## src/rtl/wdog_pkg.sv

```systemverilog
package wdog_pkg;

    localparam int LEN_W = 16;
    localparam int LOW_W = 8;
    localparam int CNT_W = LEN_W + LOW_W;

    typedef enum logic [1:0] {
        MODE_OFF     = 2'd0,
        MODE_IRQ     = 2'd1,
        MODE_IRQ_NMI = 2'd2,
        MODE_FULL    = 2'd3
    } mode_e;

    typedef enum logic [1:0] {
        ST_IDLE = 2'd0,
        ST_IRQ  = 2'd1,
        ST_NMI  = 2'd2,
        ST_RST  = 2'd3
    } stage_e;

    typedef struct packed {
        logic [LEN_W-1:0] len;
        mode_e            mode;
    } ctrl_t;

    // Stage numbering matches mode numbering: a stage may be entered
    // only while its index does not exceed the mode value.
    function automatic stage_e step_stage(stage_e cur, mode_e m);
        logic [1:0] c;
        logic [1:0] lim;
        c   = cur;
        lim = m;
        if (c < lim)
            return stage_e'(c + 2'd1);
        return cur;
    endfunction

    function automatic logic [CNT_W-1:0] period_load(logic [LEN_W-1:0] l);
        return {l, {LOW_W{1'b0}}};
    endfunction

endpackage

```

## src/rtl/wdog_prescaler.sv

```systemverilog
module wdog_prescaler #(
    parameter int DIVISOR = 256
) (
    input  logic clk,
    input  logic rst,
    input  logic restart,
    input  logic run,
    output logic tick
);
    localparam int PRE_W = $clog2(DIVISOR);
    localparam logic [PRE_W-1:0] LAST = PRE_W'(DIVISOR - 1);

    logic [PRE_W-1:0] pre_q;

    always_ff @(posedge clk) begin
        if (rst || restart || !run)
            pre_q <= '0;
        else if (pre_q == LAST)
            pre_q <= '0;
        else
            pre_q <= pre_q + 1'b1;
    end

    assign tick = run && !restart && (pre_q == LAST);

endmodule

```

## src/rtl/wdog_counter.sv

```systemverilog
module wdog_counter
    import wdog_pkg::*;
(
    input  logic             clk,
    input  logic             rst,
    input  logic             load,
    input  logic [LEN_W-1:0] len_src,
    input  logic             tick,
    output logic [CNT_W-1:0] count,
    output logic             expire
);
    logic [CNT_W-1:0] cnt_q;
    logic             last_tick;

    assign last_tick = (cnt_q <= CNT_W'(1));
    assign expire    = tick && !load && last_tick;

    always_ff @(posedge clk) begin
        if (rst)
            cnt_q <= '0;
        else if (load)
            cnt_q <= period_load(len_src);
        else if (tick) begin
            if (last_tick)
                cnt_q <= period_load(len_src);
            else
                cnt_q <= cnt_q - 1'b1;
        end
    end

    assign count = cnt_q;

endmodule

```

## src/rtl/wdog_stage.sv

```systemverilog
module wdog_stage
    import wdog_pkg::*;
(
    input  logic   clk,
    input  logic   rst,
    input  logic   clear,
    input  logic   expire,
    input  mode_e  mode,
    output stage_e stage,
    output logic   rst_pulse
);
    stage_e stage_q;
    stage_e stage_nx;
    logic   pulse_q;

    assign stage_nx = step_stage(stage_q, mode);

    always_ff @(posedge clk) begin
        if (rst || clear) begin
            stage_q <= ST_IDLE;
            pulse_q <= 1'b0;
        end else if (expire) begin
            stage_q <= stage_nx;
            pulse_q <= (stage_nx == ST_RST) && (stage_q != ST_RST);
        end else begin
            pulse_q <= 1'b0;
        end
    end

    assign stage     = stage_q;
    assign rst_pulse = pulse_q;

endmodule

```

## src/rtl/staged_wdog.sv

```systemverilog
module staged_wdog
    import wdog_pkg::*;
#(
    parameter int DIVISOR = 256
) (
    input  logic             clk,
    input  logic             rst,
    input  logic             cfg_we,
    input  logic [15:0]      cfg_len,
    input  logic [1:0]       cfg_mode,
    input  logic             poke,
    output logic [23:0]      cnt_value,
    output logic             irq_o,
    output logic             nmi_o,
    output logic             rst_req_o
);
    ctrl_t            ctrl_q;
    logic             enabled;
    logic             restart;
    logic             tick;
    logic             expire;
    logic [LEN_W-1:0] len_src;
    stage_e           stage;
    logic             rst_pulse;
    logic [1:0]       mode_now;
    logic [LEN_W-1:0] len_now;

    always_ff @(posedge clk) begin
        if (rst) begin
            ctrl_q.len  <= '0;
            ctrl_q.mode <= MODE_OFF;
        end else if (cfg_we) begin
            ctrl_q.len  <= cfg_len;
            ctrl_q.mode <= mode_e'(cfg_mode);
        end
    end

    assign enabled  = (ctrl_q.mode != MODE_OFF);
    assign restart  = cfg_we || poke;
    assign len_src  = cfg_we ? cfg_len : ctrl_q.len;
    assign mode_now = ctrl_q.mode;
    assign len_now  = ctrl_q.len;

    wdog_prescaler #(.DIVISOR(DIVISOR)) u_pre (
        .clk     (clk),
        .rst     (rst),
        .restart (restart),
        .run     (enabled),
        .tick    (tick)
    );

    wdog_counter u_cnt (
        .clk     (clk),
        .rst     (rst),
        .load    (restart),
        .len_src (len_src),
        .tick    (tick),
        .count   (cnt_value),
        .expire  (expire)
    );

    wdog_stage u_stg (
        .clk       (clk),
        .rst       (rst),
        .clear     (restart),
        .expire    (expire),
        .mode      (ctrl_q.mode),
        .stage     (stage),
        .rst_pulse (rst_pulse)
    );

    assign irq_o     = (stage != ST_IDLE);
    assign nmi_o     = (stage == ST_NMI) || (stage == ST_RST);
    assign rst_req_o = rst_pulse;

endmodule

```

## config.mk

```make
export PLATFORM = sky130hd
export DESIGN_NAME = staged_wdog
export DESIGN_NICKNAME = d
export VERILOG_FILES = /design/src/rtl/wdog_pkg.sv /design/src/rtl/wdog_prescaler.sv /design/src/rtl/wdog_counter.sv /design/src/rtl/wdog_stage.sv /design/src/rtl/staged_wdog.sv
export SDC_FILE = /design/constraint.sdc
export NUM_CORES = 1
export LEC_CHECK = 0
export BUFFER_PORTS_ARGS = -buffer_cell sky130_fd_sc_hd__buf_2
export CORE_MARGIN = 1.5
export CORE_UTILIZATION = 35
export DETAILED_ROUTE_END_ITERATION = 12
export SLEW_MARGIN = 20
export SYNTH_ARGS = -nofsm -noshare
export SYNTH_HDL_FRONTEND = slang
export SYNTH_SLANG_ARGS = --single-unit
```

## constraint.sdc

```tcl
create_clock -name clk -period 6.2 [get_ports clk]
set_input_delay 1.24 -clock clk [delete_from_list [all_inputs] [get_ports clk]]
set_output_delay 1.24 -clock clk [all_outputs]
set_load 0.05 [all_outputs]
```

==> run_results.csv, run 1 <==
group,metric,value,unit
clock_tree,ctsResizeCount,0,
worst_setup_path,ff2ff_path_depth,5,
cells_and_area,synthToLayoutAreaGrowth,15.5,%
worst_setup_path,r2r-end,"u_cnt.count[11]",
cells_and_area,drive_gt1_share,20.5,%
power,p_leak,1.28,nW
power,pwr_density_cell,227,nW/µm²
sta,setup_viol,0,
synth,synth_nets,349,
placement,placed_area,3010,µm²
synth,synth_most_common_cell,"nor2_1",
route,postRouteAntennaNets,0,
global_routing,gr-total-overflow,0,
sta,min_period_over_period,53.3,%
flow_run,cap_violations,0,
synth,synth_top_area_share,39.5,%
synth,synth-edff-count,0,
clock_tree,post_cts_buffers,0,
worst_setup_path,max_stage_delay,670,ps
placement,portBuffers,48,
worst_setup_path,critPathKind,"primary input to flop",
global_routing,grt_pass1_wl,11500,µm
route,drc_errors,0,
global_routing,antenna_found_initial,0,
power,swShare,30.4,%
worst_setup_path,timing.rr.start,"u_cnt.count[11]",
sta,rsz0062_at_grt,"false",
worst_setup_path,cp_slowest_cell,"nor4_1",
die,fp-row-count,31,
cells_and_area,fin_nets,394,
die,io_pins,49,
route,avgRoutedWirePerCell,14.7,µm
worst_setup_path,critPathMaxFanout,22,
power,sequentialPowerShare,52.2,%
synth,ys_ff_latch,53,
sta,max_freq,0.302,GHz
clock_tree,clockRootBuffer,"clkbuf_8",
power,power_switching,0.214,mW
die,dieHeight,90.6,µm
global_routing,grt_max_degree,35,
clock_tree,clock_sinks,53,
synth,synthTopCellsByArea,"dfxtp_1 39%, nor2_1 7.7%, mux2i_1 6.7%",
worst_setup_path,reg2reg_setup_slack,3480,ps
synth,syn_inst,320,
clock_tree,numCtsBuffers,5,
synth,ys_warn_count,0,
sta,fin_tns_setup,0,ps
sta,worst_pin_slew,724,ps
clock_tree,clk_latency,320,ps
power,irDropWorstVdd,0.0906,mV
power,pwr-share-comb,17.5,%
sta,slew_violations,0,
hold_path,hp-class,"flop to flop",
synth,yosysTopAreaCell,"dfxtp_1",
sta,hold_ws,488,ps
route,wl,6840,µm
worst_setup_path,cp-startpoint,"cfg_we",
die,start_util,36.7,%
cells_and_area,antenna_cells,0,
power,power.total,0.704,mW
run_status,status,"complete, no violations",
clock_tree,hold_buffers,0,
clock_tree,htreeDepth,2,
die,die_area,8210,µm²
route,via_per_inst,5.16,
synth,synthesis.area,2690,µm²
sta,min_period,3310,ps
synth,synthTopCellsByCount,"55 x nor2_1, 53 x dfxtp_1, 24 x nand2_1",
synth,avgSynthCellArea,8.40,µm²
global_routing,track_usage,17.4,%
clock_tree,cts.clk_slew.worst_paths,110,ps
synth,netlist-cell-type-count,54,
die,coreArea,7330,µm²
worst_setup_path,endpoint,"u_cnt.count[23]",
sta,hold_viol,0,
synth,synthFlopType,"dfxtp_1",
placement,post-dp-hpwl,5030,µm
worst_setup_path,end_kind,"flop",
synth,ys_seq_area_share,39.5,%
route,firstDrtPassIters,4,
synth,ys_async_sr_fraction,0,%
worst_setup_path,worstPathArrival,3570,ps
worst_setup_path,startpoint_type,"primary input",
global_routing,grt_pass1_vias,2308,
die,die_w,90.6,µm
power,intPower,0.490,mW
worst_setup_path,worstPathRequired,6470,ps
placement,gp_congestion,0.843,
route,vias,2400,
cells_and_area,stdcell_area,3110,µm²
clock_tree,cts_tree,"done",
route,drt_iter0_drc,97,
sta,slew_headroom,51.3,%
clock_tree,cts.path.max_buffers,2,
worst_setup_path,path_cells,"buf_2 -> or2_2 -> nor4_1 -> nand2_1 -> or4b_2 -> nand3_1",
sta,skew,12.1,ps
power,p_clk_share,30.4,%
-- power by group through the flow --
stage | clock [mW] | combinational [mW] | sequential, mW
2_1_floorplan | 0 | 0.0717 | 0.395
3_3_place_gp | 0 | 0.122 | 0.375
3_5_place_dp | 0 | 0.123 | 0.375
4_1_cts | 0.223 | 0.123 | 0.367
5_1_grt | 0.236 | 0.135 | 0.370
6_report | 0.214 | 0.123 | 0.367
-- through the flow --
step / setup slack [ps] / std cells / util [%]
final: 2890 / 465 / 42.4
after detailed placement: 2590 / 457 / 41.0
after global routing: 2670 / 465 / 42.4
after floorplan: 3140 / 320 / -
after global placement: 2660 / 457 / 41.0
after CTS: 2920 / 465 / 42.4
-- registers in the layout, indices dropped and copies added (netlist names) --
signal,count
u_pre.pre_q,8
len_now,16
u_stg.stage,2
u_stg.rst_pulse,1
mode_now,2
u_cnt.count,24
-- kinds of logic (layout without fill, tap and decap cells) --
family | count (synthesis) | in the layout | share of synthesized area, %
compound gates | 44 | 44 | 11.4
xor+xnor | 17 | 17 | 5.54
fa+ha+maj | 7 | 7 | 3.26
buf+inv | 21 | 67 | 3.54
flops | 53 | 53 | 39.5
mux | 20 | 20 | 7.54
simple gates | 158 | 158 | 29.2
-- area by class of cell --
| cell class | instances | area (µm²) |
|---|---|---|
| timing repair buffer | 50 | 255 |
| fill | 770 | 4230 |
| clock inverter | 2 | 17.5 |
| sequential | 53 | 1060 |
| multi-input combinational | 246 | 1530 |
| inverter | 9 | 33.8 |
| tap | 99 | 124 |
| clock buffer | 6 | 82.6 |
-- layer usage --
| metal | vias to the layer above | wire length, µm | global-route usage (%) |
|---|---|---|---|
| met2 | 51 | 3180 | 28.1 |
| met4 | 0 | 95 | 5.42 |
| met5 | - | 0 | 0 |
| met1 | 1114 | 3310 | 23.5 |
| met3 | 7 | 256 | 2.95 |
| li1 | 1228 | - | - |
-- worst max-delay path: cells and delay by family --
| family | cells | cell delay [ps] |
|---|---|---|
| buffers and inverters | 1 | 300 |
| and+or+nand+nor | 5 | 2020 |
-- cells in the final DEF, fill, tap and decap left out, types with 3 or more instances in the layout --
master    count
nor2_1       55
dfxtp_1      53
buf_2        48
nand2_1      24
mux2i_1      18
nand3_1      16
nor3_1       15
o21ai_0      11
xor2_1       10
inv_1         9
a21oi_1       9
nand4_1       8
nor4_1        8
xnor2_1       7
ha_1          7
clkbuf_8      6
or3_1         5
and3_1        4
and2_1        4
a221oi_1      3
nand2b_1      3
-- how the worst min path moves through the flow --
stage,from,to,cells after the start
2_1_floorplan,u_pre.pre_q[0],u_pre.pre_q[0],1
3_3_place_gp,u_pre.pre_q[0],u_pre.pre_q[0],1
3_5_place_dp,u_pre.pre_q[0],u_pre.pre_q[0],1
4_1_cts,u_pre.pre_q[0],u_pre.pre_q[0],1
5_1_grt,u_pre.pre_q[0],u_pre.pre_q[0],1
6_report,u_pre.pre_q[0],u_pre.pre_q[0],1
Note: power is estimated with default switching activity, not from simulation.
==> run 2, diff against run 1 <==
==> constraint.sdc (replaced) <==
create_clock -name clk -period 3.2 [get_ports clk]
set_input_delay 0.64 -clock clk [delete_from_list [all_inputs] [get_ports clk]]
set_output_delay 0.64 -clock clk [all_outputs]
set_load 0.05 [all_outputs]
==> run_results.csv, run 2 (same netlist as run 1, synthesis figures left out) <==
group,metric,value,unit
placement,dp.cells,462,
flow_run,cap_violations,0,
die,die_area,8210,µm²
clock_tree,post_cts_buffers,0,
sta,worst_pin_slew,669,ps
sta,setup_viol,0,
cells_and_area,antenna_cells,0,
worst_setup_path,r2r-end,"u_cnt.count[10]",
route,drc_errors,0,
die,start_util,36.7,%
worst_setup_path,max_stage_delay,540,ps
worst_setup_path,path_cells,"or4_4 -> or3_1 -> o31ai_1 -> buf_4 -> o21ai_1 -> a221oi_1 -> nor2_1",
cells_and_area,largest_reg_flops,24,
die,io_pins,49,
route,vias,2462,
sta,fin_tns_setup,0,ps
clock_tree,clk_latency,310,ps
clock_tree,cts_tree,"done",
power,pwr_density_cell,447,nW/µm²
route,avgRoutedWirePerCell,14.4,µm
placement,portBuffers,48,
cells_and_area,fin_cells,470,
hold_path,min_path_cells,1,
power,p_leak,1.31,nW
clock_tree,hold_buffers,0,
sta,hold_viol,0,
hold_path,min_to,"u_pre.pre_q[0]",
die,fp-row-count,31,
hold_path,holdCritStartpoint,"u_pre.pre_q[0]",
worst_setup_path,critPathKind,"flop to flop",
run_status,status,"complete, no violations",
route,postRouteAntennaNets,0,
sta,max_freq,0.381,GHz
worst_setup_path,worstPathRequired,3390,ps
cells_and_area,synthToLayoutAreaGrowth,17.4,%
worst_setup_path,cp_slowest_cell,"or4_4",
placement,placed_area,3040,µm²
cells_and_area,drive_gt1_share,21.3,%
clock_tree,htreeDepth,2,
sta,slew_headroom,55.3,%
route,via_per_inst,5.24,
cells_and_area,stdcell_area,3150,µm²
sta,rsz0062_at_grt,"false",
hold_path,hp-class,"flop to flop",
sta,slew_violations,0,
worst_setup_path,end_kind,"flop",
route,wl,6790,µm
power,irDropWorstVdd,0.172,mV
clock_tree,numCtsBuffers,5,
worst_setup_path,reg2reg_setup_slack,570,ps
sta,min_period,2630,ps
clock_tree,clock_sinks,53,
sta,min_period_over_period,82.1,%
global_routing,grt_pass1_vias,2331,
sta,skew,13.0,ps
global_routing,gr-total-overflow,0,
placement,gp_congestion,0.885,
worst_setup_path,worstPathArrival,2810,ps
global_routing,antenna_found_initial,0,
cells_and_area,layout_commonest_cell,"nor2_1",
route,firstDrtPassIters,4,
cells_and_area,n_fill_cell,781,
worst_setup_path,critPathMaxFanout,13,
die,dieHeight,90.6,µm
clock_tree,cts.clk_slew.worst_paths,100,ps
global_routing,grt_pass1_wl,11600,µm
placement,post-dp-hpwl,5040,µm
worst_setup_path,timing.rr.start,"u_cnt.count[20]",
sta,hold_ws,489,ps
clock_tree,cts.path.max_buffers,2,
worst_setup_path,startpoint_type,"flop",
clock_tree,ctsResizeCount,0,
clock_tree,clockRootBuffer,"clkbuf_8",
route,drt_iter0_drc,186,
global_routing,track_usage,17.4,%
worst_setup_path,ff2ff_path_depth,7,
die,die_w,90.6,µm
global_routing,grt_max_degree,34,
cells_and_area,mostFrequentLayoutCells,"55 x nor2_1, 53 x dfxtp_1, 48 x buf_2",
die,coreArea,7330,µm²
cells_and_area,fin_nets,399,
[run 2: worst max-delay path: cells and delay by family (launching register included)]
family | cells | cell delay (ps)
flip-flops | 1 | 370
AND/OR/NAND/NOR | 3 | 1090
AO/OA/AOI/OAI | 3 | 780
buffers and inverters | 1 | 270
[run 2: through the flow]
stage | total power [mW] | setup WS [ps] | util (%)
final | 1.41 | 573 | 43.0
after global routing | 1.48 | 416 | 43.0
after CTS | 1.43 | 589 | 43.0
after detailed placement | 0.966 | 612 | 41.5
after global placement | 0.962 | 645 | 41.5
after floorplan | 0.905 | 608 | -
[run 2: how the worst max path moves through the flow]
stage,start,to,slack [ps],cells past startpoint
after global routing,u_cnt.count[20],u_cnt.count[10],420,7
final,u_cnt.count[20],u_cnt.count[10],570,7
after CTS,u_cnt.count[20],u_cnt.count[10],590,7
after global placement,u_cnt.count[20],u_cnt.count[10],640,7
after floorplan,u_cnt.count[22],u_cnt.count[8],610,8
after detailed placement,u_cnt.count[20],u_cnt.count[10],610,7
[run 2: cell type report]
cell class	instances	area, µm²	share of cell area, %
Multi-Input combinational cell	246	1530	48.6
Clock inverter	2	38.8	1.23
Clock buffer	6	72.6	2.30
Sequential cell	53	1060	33.6
Inverter	9	33.8	1.07
Timing Repair Buffer	55	293	9.28
Tap cell	99	124	3.93
[run 2: power by group]
group | switching [mW] | internal [mW]
sequential | 0.0254 | 0.686
combinational | 0.154 | 0.0839
clock | 0.224 | 0.235
[run 2: metal layers]
| layer | share of wire, % | global-route usage (%) | up-vias |
|---|---|---|---|
| met5 | 0 | 0 | - |
| met4 | 1.1 | 5.03 | 0 |
| met3 | 5.2 | 3.11 | 11 |
| met2 | 48 | 28.8 | 66 |
| met1 | 46 | 23.1 | 1150 |
| li1 | - | - | 1235 |
==> run 3, diff against run 2 <==
==> constraint.sdc (replaced) <==
create_clock -name clk -period 2.2 [get_ports clk]
set_input_delay 0.44 -clock clk [delete_from_list [all_inputs] [get_ports clk]]
set_output_delay 0.44 -clock clk [all_outputs]
set_load 0.05 [all_outputs]
==> run_results.csv, run 3 (same netlist as run 1, synthesis figures left out) <==
group,metric,value,unit
cells_and_area,synthToLayoutAreaGrowth,34.0,%
clock_tree,clock_sinks,53,
cells_and_area,largest_reg_flops,24,
placement,placed_area,3370,µm²
worst_setup_path,end_kind,"flop",
global_routing,gr-total-overflow,0,
global_routing,antenna_found_initial,0,
cells_and_area,n_fill_cell,714,
die,die_w,90.6,µm
cells_and_area,drive_gt1_share,33.7,%
global_routing,grt_max_degree,30,
sta,setup_viol,9,
cells_and_area,layout_commonest_cell,"nor2_1",
cells_and_area,regArea,1080,µm²
placement,portBuffers,48,
route,met2WireLength,3400,µm
cells_and_area,final_util,49.1,%
worst_setup_path,critPathMaxFanout,4,
power,p_leak,1.56,nW
run_status,violations,"negative setup slack",
placement,gp_congestion,0.909,
power,irDropWorstVdd,0.259,mV
clock_tree,hold_buffers,0,
worst_setup_path,worstPathRequired,2400,ps
placement,post-dp-hpwl,5480,µm
clock_tree,cts.clk_slew.worst_paths,100,ps
cells_and_area,fin_nets,440,
worst_setup_path,path_cells,"or4_4 -> or3_4 -> buf_6 -> nor3_4 -> buf_6 -> mux2i_1 -> a221oi_2 -> nor2_1",
die,start_util,36.7,%
clock_tree,htreeDepth,2,
cells_and_area,stdcell_area,3600,µm²
worst_setup_path,crit_cells,8,
route,firstDrtPassIters,4,
clock_tree,clockRootBuffer,"clkbuf_8",
worst_setup_path,crit_family,"simple AND/OR/NAND/NOR gates",
worst_setup_path,worstPathArrival,2440,ps
sta,slew_violations,0,
worst_setup_path,ff2ff_path_depth,8,
flow_run,cap_violations,0,
sta,fin_tns_setup,-174,ps
global_routing,grt_pass1_wl,11700,µm
route,via_per_inst,5.08,
worst_setup_path,cp_slowest_cell,"or4_4",
global_routing,grt_pass1_vias,2382,
clock_tree,cts_tree,"done",
global_routing,track_usage,17.6,%
hold_path,min_path_cells,3,
route,drc_errors,0,
worst_setup_path,cpMostUsedCell,"buf_6",
route,met1_length,3540,µm
cells_and_area,multi_input_area,1630,µm²
worst_setup_path,timing.rr.start,"u_cnt.count[20]",
run_status,status,"finished with violations",
worst_setup_path,max_stage_delay,540,ps
sta,hold_ws,369,ps
worst_setup_path,r2r-end,"u_cnt.count[10]",
sta,min_period,2240,ps
hold_path,hp-class,"primary input to flop",
cells_and_area,mostFrequentLayoutCells,"55 x nor2_1, 49 x buf_2, 47 x dfxtp_1",
worst_setup_path,cp-startpoint,"u_cnt.count[20]",
sta,skew,5.01,ps
die,dieHeight,90.6,µm
placement,place_ws,-107,ps
sta,max_freq,0.446,GHz
route,highest_layer,"met4",
sta,min_period_over_period,102,%
route,avgRoutedWirePerCell,14.4,µm
cells_and_area,antenna_cells,0,
route,drt_iter0_drc,155,
clock_tree,cts.path.max_buffers,2,
sta,slew_headroom,69.3,%
route,vias,2597,
clock_tree,clk_latency,310,ps
sta,hold_viol,0,
route,wl,7380,µm
clock_tree,numCtsBuffers,5,
sta,rsz0062_at_grt,"true",
worst_setup_path,endpoint,"u_cnt.count[10]",
die,io_pins,49,
die,die_area,8210,µm²
worst_setup_path,reg2reg_setup_slack,-40,ps
sta,worst_slack,-42.8,ps
power,pwr_density_cell,596,nW/µm²
die,coreArea,7330,µm²
sta,worst_pin_slew,459,ps
route,postRouteAntennaNets,0,
worst_setup_path,startpoint_type,"flop",
worst_setup_path,critPathKind,"flop to flop",
route,dr_wl_met3,341,µm
die,fp-row-count,31,
worst_setup_path,cp.buffers_inverters,2,
==> run 3: metrics by stage <==
stage	power, mW	cells
2_1_floorplan	1.32	320
3_5_place_dp	1.48	501
5_1_grt	2.23	511
6_report	2.14	511
4_1_cts	2.15	510
3_3_place_gp	1.47	501
==> run 3: power by group <==
group | internal (mW) | leakage (nW) | switching (mW)
clock | 0.326 | 0.0566 | 0.332
combinational | 0.197 | 1.06 | 0.275
sequential | 0.995 | 0.437 | 0.0192
==> run 3: timing repair <==
action / CTS / global route
buffers inserted: 1 / 0
endpoints found under the setup margin: 19 / 27
cloned: 0 / 1
resized for setup: 8 / 17
pin swaps: 2 / 5
==> run 3: per-layer routing <==
layer | vias to the layer above | track usage (%)
li1 | 1320 | -
met1 | 1201 | 24.3
met2 | 67 | 27.8
met3 | 9 | 2.10
met4 | 0 | 7.28
met5 | - | 0
==> run 3: how the worst min path moves through the flow <==
stage,slack [ps],to,from
finish,370,mode_now[1],cfg_mode[1]
global route,360,mode_now[0],cfg_mode[0]
CTS,360,mode_now[0],cfg_mode[0]
detailed placement,490,u_pre.pre_q[0],u_pre.pre_q[0]
global placement,470,u_pre.pre_q[0],u_pre.pre_q[0]
floorplan,440,u_pre.pre_q[0],u_pre.pre_q[0]
==> run 3: layout make-up <==
type	count	area share [%]
Clock buffer	8	3.09
Inverter	9	0.938
Multi-Input combinational cell	246	45.3
Sequential cell	53	30.0
Tap cell	99	3.44
Timing Repair Buffer	96	17.3
==> run 3: worst min-delay path, cell delays in order <==
cell,delay (ps)
buf_2,80
mux2i_1,50
nor2_1,80
